**config.mk**
```make
export PLATFORM = sky130hd
export DESIGN_NAME = self_test_seq
export DESIGN_NICKNAME = d
export VERILOG_FILES = /design/src/rtl/st_pkg.sv /design/src/rtl/st_timer.sv /design/src/rtl/st_walk.sv /design/src/rtl/st_pattern.sv /design/src/rtl/self_test_seq.sv
export SDC_FILE = /design/constraint.sdc
export NUM_CORES = 1
export LEC_CHECK = 0
export ABC_AREA = 1
export BUFFER_PORTS_ARGS = -buffer_cell sky130_fd_sc_hd__buf_2
export CAP_MARGIN = 15
export CORE_MARGIN = 2
export CORE_UTILIZATION = 40
export CTS_CLUSTER_DIAMETER = 60
export DETAILED_ROUTE_END_ITERATION = 6
export PLACE_DENSITY = 0.61
export SLEW_MARGIN = 20
export SYNTH_ARGS = -nofsm -noshare
export SYNTH_HDL_FRONTEND = slang
export SYNTH_SLANG_ARGS = --single-unit
```
**constraint.sdc**
```tcl
create_clock -name clk_i -period 1.69 [get_ports clk_i]
set_input_delay 0.0845 -clock clk_i [delete_from_list [all_inputs] [get_ports clk_i]]
set_output_delay 0.0845 -clock clk_i [all_outputs]
set_load 0.02 [all_outputs]
```
**src/rtl/st_pkg.sv**
```systemverilog
package st_pkg;
  typedef enum logic [1:0] {
    PH_IDLE = 2'd0,
    PH_WALK = 2'd1,
    PH_SHOW = 2'd2,
    PH_INV  = 2'd3
  } st_phase_e;
endpackage

```
**src/rtl/st_timer.sv**
```systemverilog
module st_timer
  import st_pkg::*;
#(
  parameter int TOTAL = 262144,
  parameter int WALK  = 896,
  parameter int PHASE = 130624
) (
  input  logic      clk_i,
  input  logic      rst_ni,
  input  logic      start_i,
  output logic      busy_o,
  output logic      start_acc_o,
  output logic      walk_last_o,
  output logic      end_o,
  output st_phase_e phase_o
);
  localparam int CNT_W = $clog2(TOTAL);
  localparam logic [CNT_W-1:0] LAST      = CNT_W'(TOTAL - 1);
  localparam logic [CNT_W-1:0] WALK_END  = CNT_W'(WALK);
  localparam logic [CNT_W-1:0] WALK_LAST = CNT_W'(WALK - 1);
  localparam logic [CNT_W-1:0] INV_START = CNT_W'(WALK + PHASE);

  logic [CNT_W-1:0] cnt_q;
  logic             busy_q;

  assign start_acc_o = start_i & ~busy_q;
  assign end_o       = busy_q & (cnt_q == LAST);
  assign walk_last_o = busy_q & (cnt_q == WALK_LAST);
  assign busy_o      = busy_q;

  always_ff @(posedge clk_i or negedge rst_ni) begin
    if (!rst_ni) begin
      busy_q <= 1'b0;
      cnt_q  <= '0;
    end else if (start_acc_o) begin
      busy_q <= 1'b1;
      cnt_q  <= '0;
    end else if (busy_q) begin
      if (end_o) begin
        busy_q <= 1'b0;
        cnt_q  <= '0;
      end else begin
        cnt_q <= cnt_q + 1'b1;
      end
    end
  end

  always_comb begin
    if (!busy_q)                phase_o = PH_IDLE;
    else if (cnt_q < WALK_END)  phase_o = PH_WALK;
    else if (cnt_q < INV_START) phase_o = PH_SHOW;
    else                        phase_o = PH_INV;
  end
endmodule

```
**src/rtl/st_walk.sv**
```systemverilog
module st_walk #(
  parameter int              CODES    = 128,
  parameter int              ROWS     = 7,
  parameter int              DOT_W    = 5,
  parameter int              CHK_W    = 16,
  parameter logic [CHK_W-1:0] EXPECTED = '0,
  localparam int             CODE_W   = $clog2(CODES),
  localparam int             ROW_W    = $clog2(ROWS)
) (
  input  logic                    clk_i,
  input  logic                    rst_ni,
  input  logic                    clr_i,
  input  logic                    walk_i,
  input  logic                    last_i,
  input  logic [DOT_W-1:0]        rom_data_i,
  output logic [CODE_W+ROW_W-1:0] rom_addr_o,
  output logic                    pass_o
);
  localparam logic [ROW_W-1:0] ROW_MAX = ROW_W'(ROWS - 1);

  logic [CODE_W-1:0] code_q;
  logic [ROW_W-1:0]  row_q;
  logic              vld_q, last_q, pass_q;
  logic [CHK_W-1:0]  acc_q, sum_d;

  assign rom_addr_o = walk_i ? {code_q, row_q} : '0;
  assign sum_d      = acc_q + CHK_W'(rom_data_i);
  assign pass_o     = pass_q;

  // address walk: row minor, code major
  always_ff @(posedge clk_i or negedge rst_ni) begin
    if (!rst_ni) begin
      code_q <= '0;
      row_q  <= '0;
    end else if (clr_i) begin
      code_q <= '0;
      row_q  <= '0;
    end else if (walk_i) begin
      if (row_q == ROW_MAX) begin
        row_q  <= '0;
        code_q <= code_q + 1'b1;
      end else begin
        row_q <= row_q + 1'b1;
      end
    end
  end

  // data returns one cycle after its address
  always_ff @(posedge clk_i or negedge rst_ni) begin
    if (!rst_ni) begin
      vld_q  <= 1'b0;
      last_q <= 1'b0;
      acc_q  <= '0;
      pass_q <= 1'b0;
    end else begin
      vld_q  <= walk_i & ~clr_i;
      last_q <= walk_i & last_i & ~clr_i;
      if (clr_i) begin
        acc_q  <= '0;
        pass_q <= 1'b0;
      end else if (vld_q) begin
        acc_q <= sum_d;
        if (last_q) pass_q <= (sum_d == EXPECTED);
      end
    end
  end
endmodule

```
**src/rtl/st_pattern.sv**
```systemverilog
module st_pattern #(
  parameter int DOT_W = 5,
  parameter int ROW_W = 3
) (
  input  logic             show_i,
  input  logic             inv_i,
  input  logic [ROW_W-1:0] row_i,
  output logic [DOT_W-1:0] dots_o
);
  for (genvar b = 0; b < DOT_W; b++) begin : g_col
    localparam logic ODD = 1'(b % 2);
    assign dots_o[b] = show_i & ~(ODD ^ row_i[0] ^ inv_i);
  end
endmodule

```
**src/rtl/self_test_seq.sv**
```systemverilog
module self_test_seq
  import st_pkg::*;
#(
  parameter int               CODES    = 128,
  parameter int               ROWS     = 7,
  parameter int               DOT_W    = 5,
  parameter int               CHK_W    = 16,
  parameter logic [CHK_W-1:0] EXPECTED = 16'hA5C3,
  parameter int               TOTAL    = 262144,
  parameter int               CTRL_W   = 8,
  parameter int               RES_BIT  = 5,
  localparam int              CODE_W   = $clog2(CODES),
  localparam int              ROW_W    = $clog2(ROWS),
  localparam int              ADDR_W   = CODE_W + ROW_W
) (
  input  logic              clk_i,
  input  logic              rst_ni,
  input  logic              start_i,
  input  logic [DOT_W-1:0]  rom_data_i,
  input  logic [ROW_W-1:0]  pat_row_i,
  output logic              busy_o,
  output logic [ADDR_W-1:0] rom_addr_o,
  output logic              result_o,
  output logic              pat_en_o,
  output logic              pat_inv_o,
  output logic [DOT_W-1:0]  pat_dots_o,
  output logic              blank_chars_o,
  output logic              clear_flash_o,
  output logic              udc_fill_o,
  output logic              ctrl_load_o,
  output logic [CTRL_W-1:0] ctrl_val_o
);
  localparam int WALK  = CODES * ROWS;
  localparam int PHASE = TOTAL / 2 - WALK / 2;

  st_phase_e phase;
  logic      start_acc, walk_last, run_end, show, inv;

  st_timer #(.TOTAL(TOTAL), .WALK(WALK), .PHASE(PHASE)) u_timer (
    .clk_i       (clk_i),
    .rst_ni      (rst_ni),
    .start_i     (start_i),
    .busy_o      (busy_o),
    .start_acc_o (start_acc),
    .walk_last_o (walk_last),
    .end_o       (run_end),
    .phase_o     (phase)
  );

  st_walk #(
    .CODES(CODES), .ROWS(ROWS), .DOT_W(DOT_W),
    .CHK_W(CHK_W), .EXPECTED(EXPECTED)
  ) u_walk (
    .clk_i      (clk_i),
    .rst_ni     (rst_ni),
    .clr_i      (start_acc),
    .walk_i     (phase == PH_WALK),
    .last_i     (walk_last),
    .rom_data_i (rom_data_i),
    .rom_addr_o (rom_addr_o),
    .pass_o     (result_o)
  );

  assign show = (phase == PH_SHOW) | (phase == PH_INV);
  assign inv  = (phase == PH_INV);

  st_pattern #(.DOT_W(DOT_W), .ROW_W(ROW_W)) u_pat (
    .show_i (show),
    .inv_i  (inv),
    .row_i  (pat_row_i),
    .dots_o (pat_dots_o)
  );

  assign pat_en_o      = show;
  assign pat_inv_o     = inv;
  assign blank_chars_o = run_end;
  assign clear_flash_o = run_end;
  assign udc_fill_o    = run_end;
  assign ctrl_load_o   = run_end;

  always_comb begin
    ctrl_val_o          = '0;
    ctrl_val_o[RES_BIT] = result_o;
  end
endmodule

```
; ---- Yosys cells after proc, flatten, opt, wreduce, memory -nomap -nowiden
; Index checks and enable logic that the tools add are counted.
[totals]
mem_count = 0
inputBits = 11
elab_cells = 65
latchBits = 0
out_inout_bits = 31
ff_bits = 48
ram_bits = 0
romBits = 0
[op_classes]
n_reduce_logical = 7
multipliers = 0
magnitude_cmp = 2
muxes = 21
add_sub_neg = 4
bitwise_logic = 16
n_shift = 0
div = 0
eq_ne = 7
[ops]
columns = operator, count
row1 = 2-to-1 mux 18 bit, 3
row2 = 2-to-1 mux 16 bit, 2
row3 = 2-to-1 mux 7 bit, 3
row4 = adder 18 x 1 -> 18 bit (second input constant), 1
row5 = equality test 18 x 10 -> 1 bit (second input constant), 1
row6 = equality test 18 bit (second input constant), 1
row7 = less-than comparator 18 x 10 -> 1 bit (second input constant), 1
row8 = less-than comparator 18 bit (second input constant), 1
row9 = adder 16 x 5 -> 16 bit, 1
row10 = equality test 16 bit (second input constant), 1
row11 = 2-to-1 mux 10 bit, 1
row12 = nonzero test 2 bit, 5
row13 = 2-to-1 mux 3 bit, 3
row14 = bitwise AND 1 bit, 8
row15 = adder 7 x 1 -> 7 bit (second input constant), 1
row16 = 2-to-1 mux 1 bit, 7
row17 = inverter 1 bit, 5
row18 = equality test 2 bit (second input constant), 2
row19 = 2-to-1 mux 2 bit, 2
row20 = AND reduction 2 bit, 2
row21 = adder 3 x 1 -> 3 bit (second input constant), 1
row22 = equality test 3 bit (second input constant), 1
row23 = equality test 2 x 1 -> 1 bit (second input constant), 1
row24 = XOR 1 bit, 2
row25 = OR 1 bit, 1

; ---- Depth between registers and ports, before layout
[logic_depth]
ltp_word = 8
mapped_depth = 16
mapped_depth_nobuf = 15

; ---- By module
; Synthesis repeated with hierarchy kept, for this count alone.
[unflattened]
cells_unflattened = 492
hier_area_um2 = 3415.8
[modules_own_cells]
columns = module, seq_area_each_um2, n_inst, cells_each, area_each_um2
row1 = st_walk, 725.7, 1, 280, 1929.4
row2 = st_timer, 475.5, 1, 181, 1317.5
row3 = self_test_seq, 0.0, 1, 17, 105.1
row4 = st_pattern, 0.0, 1, 14, 63.8

; ---- Worst setup path before layout
; OpenSTA, ideal clock, no wires.
[synth_path]
path_type = register to output
startpoint = register u_timer.cnt_q[8]
endpoint = output port pat_dots_o[3]
arrival_ns = 1.963
slack_ns = -0.357
path_buffers = 1
t_required_ns = 1.605
stages_incl_launch_ff = 12
path_cell_list = dfrtp_1 nand2_1 nor2_4 inv_1 nand2_1 nand2_1 inv_1 nand3_1 inv_1 nand2_1 a21oi_1 buf_4
[synth_via]
word_cells_on_any_way = 11
classes_between = order compare (2) / eq/ne (2) / mux (3) / bitwise (4)
[synth_rtl]
columns = item, line_no
row1 = start: declaration, st_timer.sv:23  ; logic [CNT_W-1:0] cnt_q;
row2 = start signal: assignment, st_timer.sv:43  ; cnt_q <= cnt_q + 1'b1;
row3 = less-than comparator 18 bit, st_timer.sv:51  ; else if (cnt_q < INV_START) phase_o = PH_SHOW;
row4 = 2-to-1 mux 1 bit, st_timer.sv:51
row5 = 2-to-1 mux 2 bit *, st_timer.sv:50  ; else if (cnt_q < WALK_END) phase_o = PH_WALK;
row6 = 2-to-1 mux 2 bit *, st_timer.sv:49  ; if (!busy_q) phase_o = PH_IDLE;
row7 = equality test 2 bit, self_test_seq.sv:64  ; assign show = (phase == PH_SHOW) | (phase == PH_INV);
row8 = OR 1 bit *, self_test_seq.sv:64
row9 = named net pat_en_o, self_test_seq.sv:24  ; output logic pat_en_o,
row10 = bitwise AND 1 bit *, n/a
row11 = end: declaration, self_test_seq.sv:26  ; output logic [DOT_W-1:0] pat_dots_o,
; Mark *: on every way through the listed nets, which the timed path passes. The rest lies on a longest branch.

; ---- Worst setup path in the final report
[layout_path]
startpoint = register u_timer.cnt_q[13]
endpoint = output port rom_addr_o[5]
[layout_via]
elab_chain_len = 6
word_cells_on_any_way = 7
classes_between = order compare (2) / eq/ne (1) / mux (4)
[layout_lines]
columns = item, line_no
row1 = less-than comparator 18 bit, st_timer.sv:51
row2 = 2-to-1 mux 1 bit, st_timer.sv:51
row3 = 2-to-1 mux 2 bit *, st_timer.sv:50
row4 = 2-to-1 mux 2 bit *, st_timer.sv:49
row5 = equality test 2 x 1 -> 1 bit *, self_test_seq.sv:57  ; .walk_i (phase == PH_WALK),
row6 = 2-to-1 mux 10 bit *, st_walk.sv:26  ; assign rom_addr_o = walk_i ? {code_q, row_q} : '0;
row7 = end: declaration, self_test_seq.sv:22  ; output logic [ADDR_W-1:0] rom_addr_o,
; Mark *: on every way between the ends. The rest lies on a longest branch, timed or not.

==> flow_summary.json <==
{
  "maxSlewViolCount": 0,
  "synth_compound_gate_area_share_pct": 9.53,
  "synth_top_family_by_area": "simple AND/OR/NAND/NOR gates",
  "min_from": "rom_data_i[0]",
  "grt_most_used_layer": "met2",
  "period_minus_slack_ns": 1.95,
  "start_kind": "register",
  "muxShareOfSynthArea_pct": 0,
  "clockRootBuffer": "clkbuf_8",
  "p_per_area_nw_per_um2": 483,
  "num_antenna_cells": 0,
  "cts_tree": "yes",
  "layout_setup_ws_ns": -0.258,
  "drive_gt1_share_pct": 41.3,
  "avgSynthCellArea_sq_um": 7.13,
  "grt_overflow": 0,
  "path_max_fanout": 6,
  "nets": 565,
  "die_x_microns": 94.0,
  "synth_area_sq_um": 3240,
  "cts_buffers": 5,
  "routedWlPerCell_microns": 14.0,
  "status": "finished with violations",
  "clk_pin_slew_ns": 0.09,
  "drt_iter0_drc": 147,
  "synth_seq_cells": 48,
  "cts_buffer_depth": 2,
  "die_y_microns": 94.0,
  "ys_seq_area_share_pct": 37.0,
  "dpl.cell_count": 615,
  "met1_usage_pct": 26.7,
  "cap_viol_max_count": 0,
  "power_mw": 2.31,
  "yosysTopAreaCellShare_pct": 37.0,
  "use_met3_pct": 3.21,
  "synthSimpleGateAreaFrac_pct": 34.6,
  "crit_path_end_kind": "output port",
  "portBuffers": 32,
  "critPathLaunch": "u_timer.cnt_q[13]",
  "fmax_mhz": 513,
  "final_core_util_pct": 61.2,
  "violations": "setup timing",
  "gp_congestion": 0.943,
  "cp_slowest_cell": "dfrtp_1",
  "dp_hpwl_mm": 5.91,
  "setup_viol": 36,
  "final_cell_mix": "nand2_1, inv_1, buf_4",
  "tns_ns": -5.99,
  "drt_first_pass_iters": 4,
  "leakage_nw": 2.20,
  "synth_fa_ha_area_share_pct": 3.32,
  "wirelength_mm": 9.07,
  "max-slew-margin-rel_pct": 61.4,
  "final_common_cell": "nand2_1",
  "grt_use_total_pct": 20.0,
  "tightest_slew_ns": 0.579,
  "final_hold_viol_count": 0,
  "critPathRequiredTime_ns": 1.61,
  "reg2reg_from": "u_timer.cnt_q[13]",
  "syn2layout_area_growth_pct": 47.2,
  "ys_warn_count": 0,
  "vias": 3331,
  "core_area_sq_um": 7810,
  "drc": 0,
  "use_met2_pct": 33.6,
  "placement.setup.worst_slack_ns": -0.176,
  "worstSetupPathType": "reg2out",
  "grt_pass1_wl_mm": 14.0,
  "floorplan.initialDensity_pct": 41.5,
  "crit_arrival_ns": 1.86,
  "drtAntennaViolNets": 0,
  "vdd_drop_max_v": 0.000346,
  "grt_setup_unrepaired": "yes",
  "clock-sinks": 48,
  "final_cells": 649,
  "worstPathCellList": "inv_2, nand4_1, buf_4, nor3_4, nand2_4, buf_8, nor2_4, buf_6",
  "final_min_period_over_clock_period_pct": 115,
  "antenna_found_initial": 0,
  "rows": 32,
  "dieArea_sq_um": 8840,
  "h-tree-depth": 2,
  "viasPerCell": 5.13,
  "skew_ns": 0.00697,
  "max_stage_delay_ns": 0.40,
  "hold_path.class": "in2reg",
  "grt_pass1_vias": 3109,
  "synth_xor_area_share_pct": 2.70,
  "yosysTopAreaCell": "dfrtp_1",
  "grt_max_degree": 49,
  "io_pins": 42,
  "synth_cell_types": 36,
  "syn-instance-count": 455,
  "insertion_delay_ns": 0.31,
  "yosys-top-cells-area": "dfrtp_1, nand2_1, nand3_1"
}
-- through the flow --
stage	instance area [sq um]	hold slack, ns
2_1_floorplan	3340	-0.211
3_3_place_gp	3790	0.0936
3_5_place_dp	3790	0.0945
4_1_cts	4250	0.135
5_1_grt	4770	0.156
6_report	4770	0.142
-- logic make-up after synthesis --
kind of cell / count (synthesis)
and+or+nand+nor: 244
buffers and inverters: 90
AOI/OAI and AO/OA: 54
DFF: 48
xor gates and xnor gates: 10
adders and majority gates: 8
other: 1
-- repair_timing --
action,in CTS,in global routing
endpoints found under the setup margin,28,59
pin swaps,20,43
cloned,0,2
hold buffers,1,0
hold endpoints to repair,48,0
resized for setup,73,118
setup buffers,13,15
-- layer usage --
metal	wire (microns)	part of all wire [%]
met1	4000	44
met2	4580	51
met3	321	3.5
met4	169	1.9
met5	0	0
-- layout make-up --
class,count,area (sq um)
multi-input combinational,324,2230
timing repair buffer,99,857
clock buffer,7,86.3
inverter,68,268
tap,102,128
clock inverter,1,7.51
fill,697,3030
sequential,48,1200
-- critical path: cells and delay by family, from the launching register on --
kind	cells	cell delay, ns
simple gates	4	0.57
buf+inv	4	0.57
flops	1	0.40
-- synth_stat cells (all sizes together) --
cell,number
nor4b,1
nand2,114
xor2,9
o21a,1
nor3,9
fa,1
xnor2,1
nand4,13
conb,1
o22ai,13
clkbuf,1
or2,2
o31ai,3
a21oi,8
clkinv,1
buf,21
inv,67
ha,7
o21ai,28
a31oi,1
nand3,57
nor4,1
dfrtp,48
nor2,47
-- report_power, final --
part | total, mW | switching, mW | leakage [nW] | internal, mW
Sequential | 1.19 | 0.0213 | 0.622 | 1.17
Combinational | 0.373 | 0.206 | 1.54 | 0.166
Clock | 0.746 | 0.412 | 0.0445 | 0.334
-- worst paths after layout --
check	endpoint	slack, ns	cells after the start
setup / recovery	rom_addr_o[5]	-0.26	8
hold / removal	u_walk.acc_q[0]	0.14	4
setup reg to reg	u_walk.code_q[3]	-0.18	9
hold reg to reg	u_walk.acc_q[0]	0.53	2
max in group asynchronous	u_walk.acc_q[1]	1.16	3
min in group asynchronous	u_walk.acc_q[5]	0.28	3
-- registers in the layout, indices dropped and copies added (netlist names) --
register        count
u_walk.vld_q        1
u_walk.code_q       7
u_timer.cnt_q      18
u_walk.last_q       1
u_walk.pass_o       1
u_walk.acc_q       16
u_walk.row_q        3
u_timer.busy_o      1
Power figures use the tool's default switching activity.
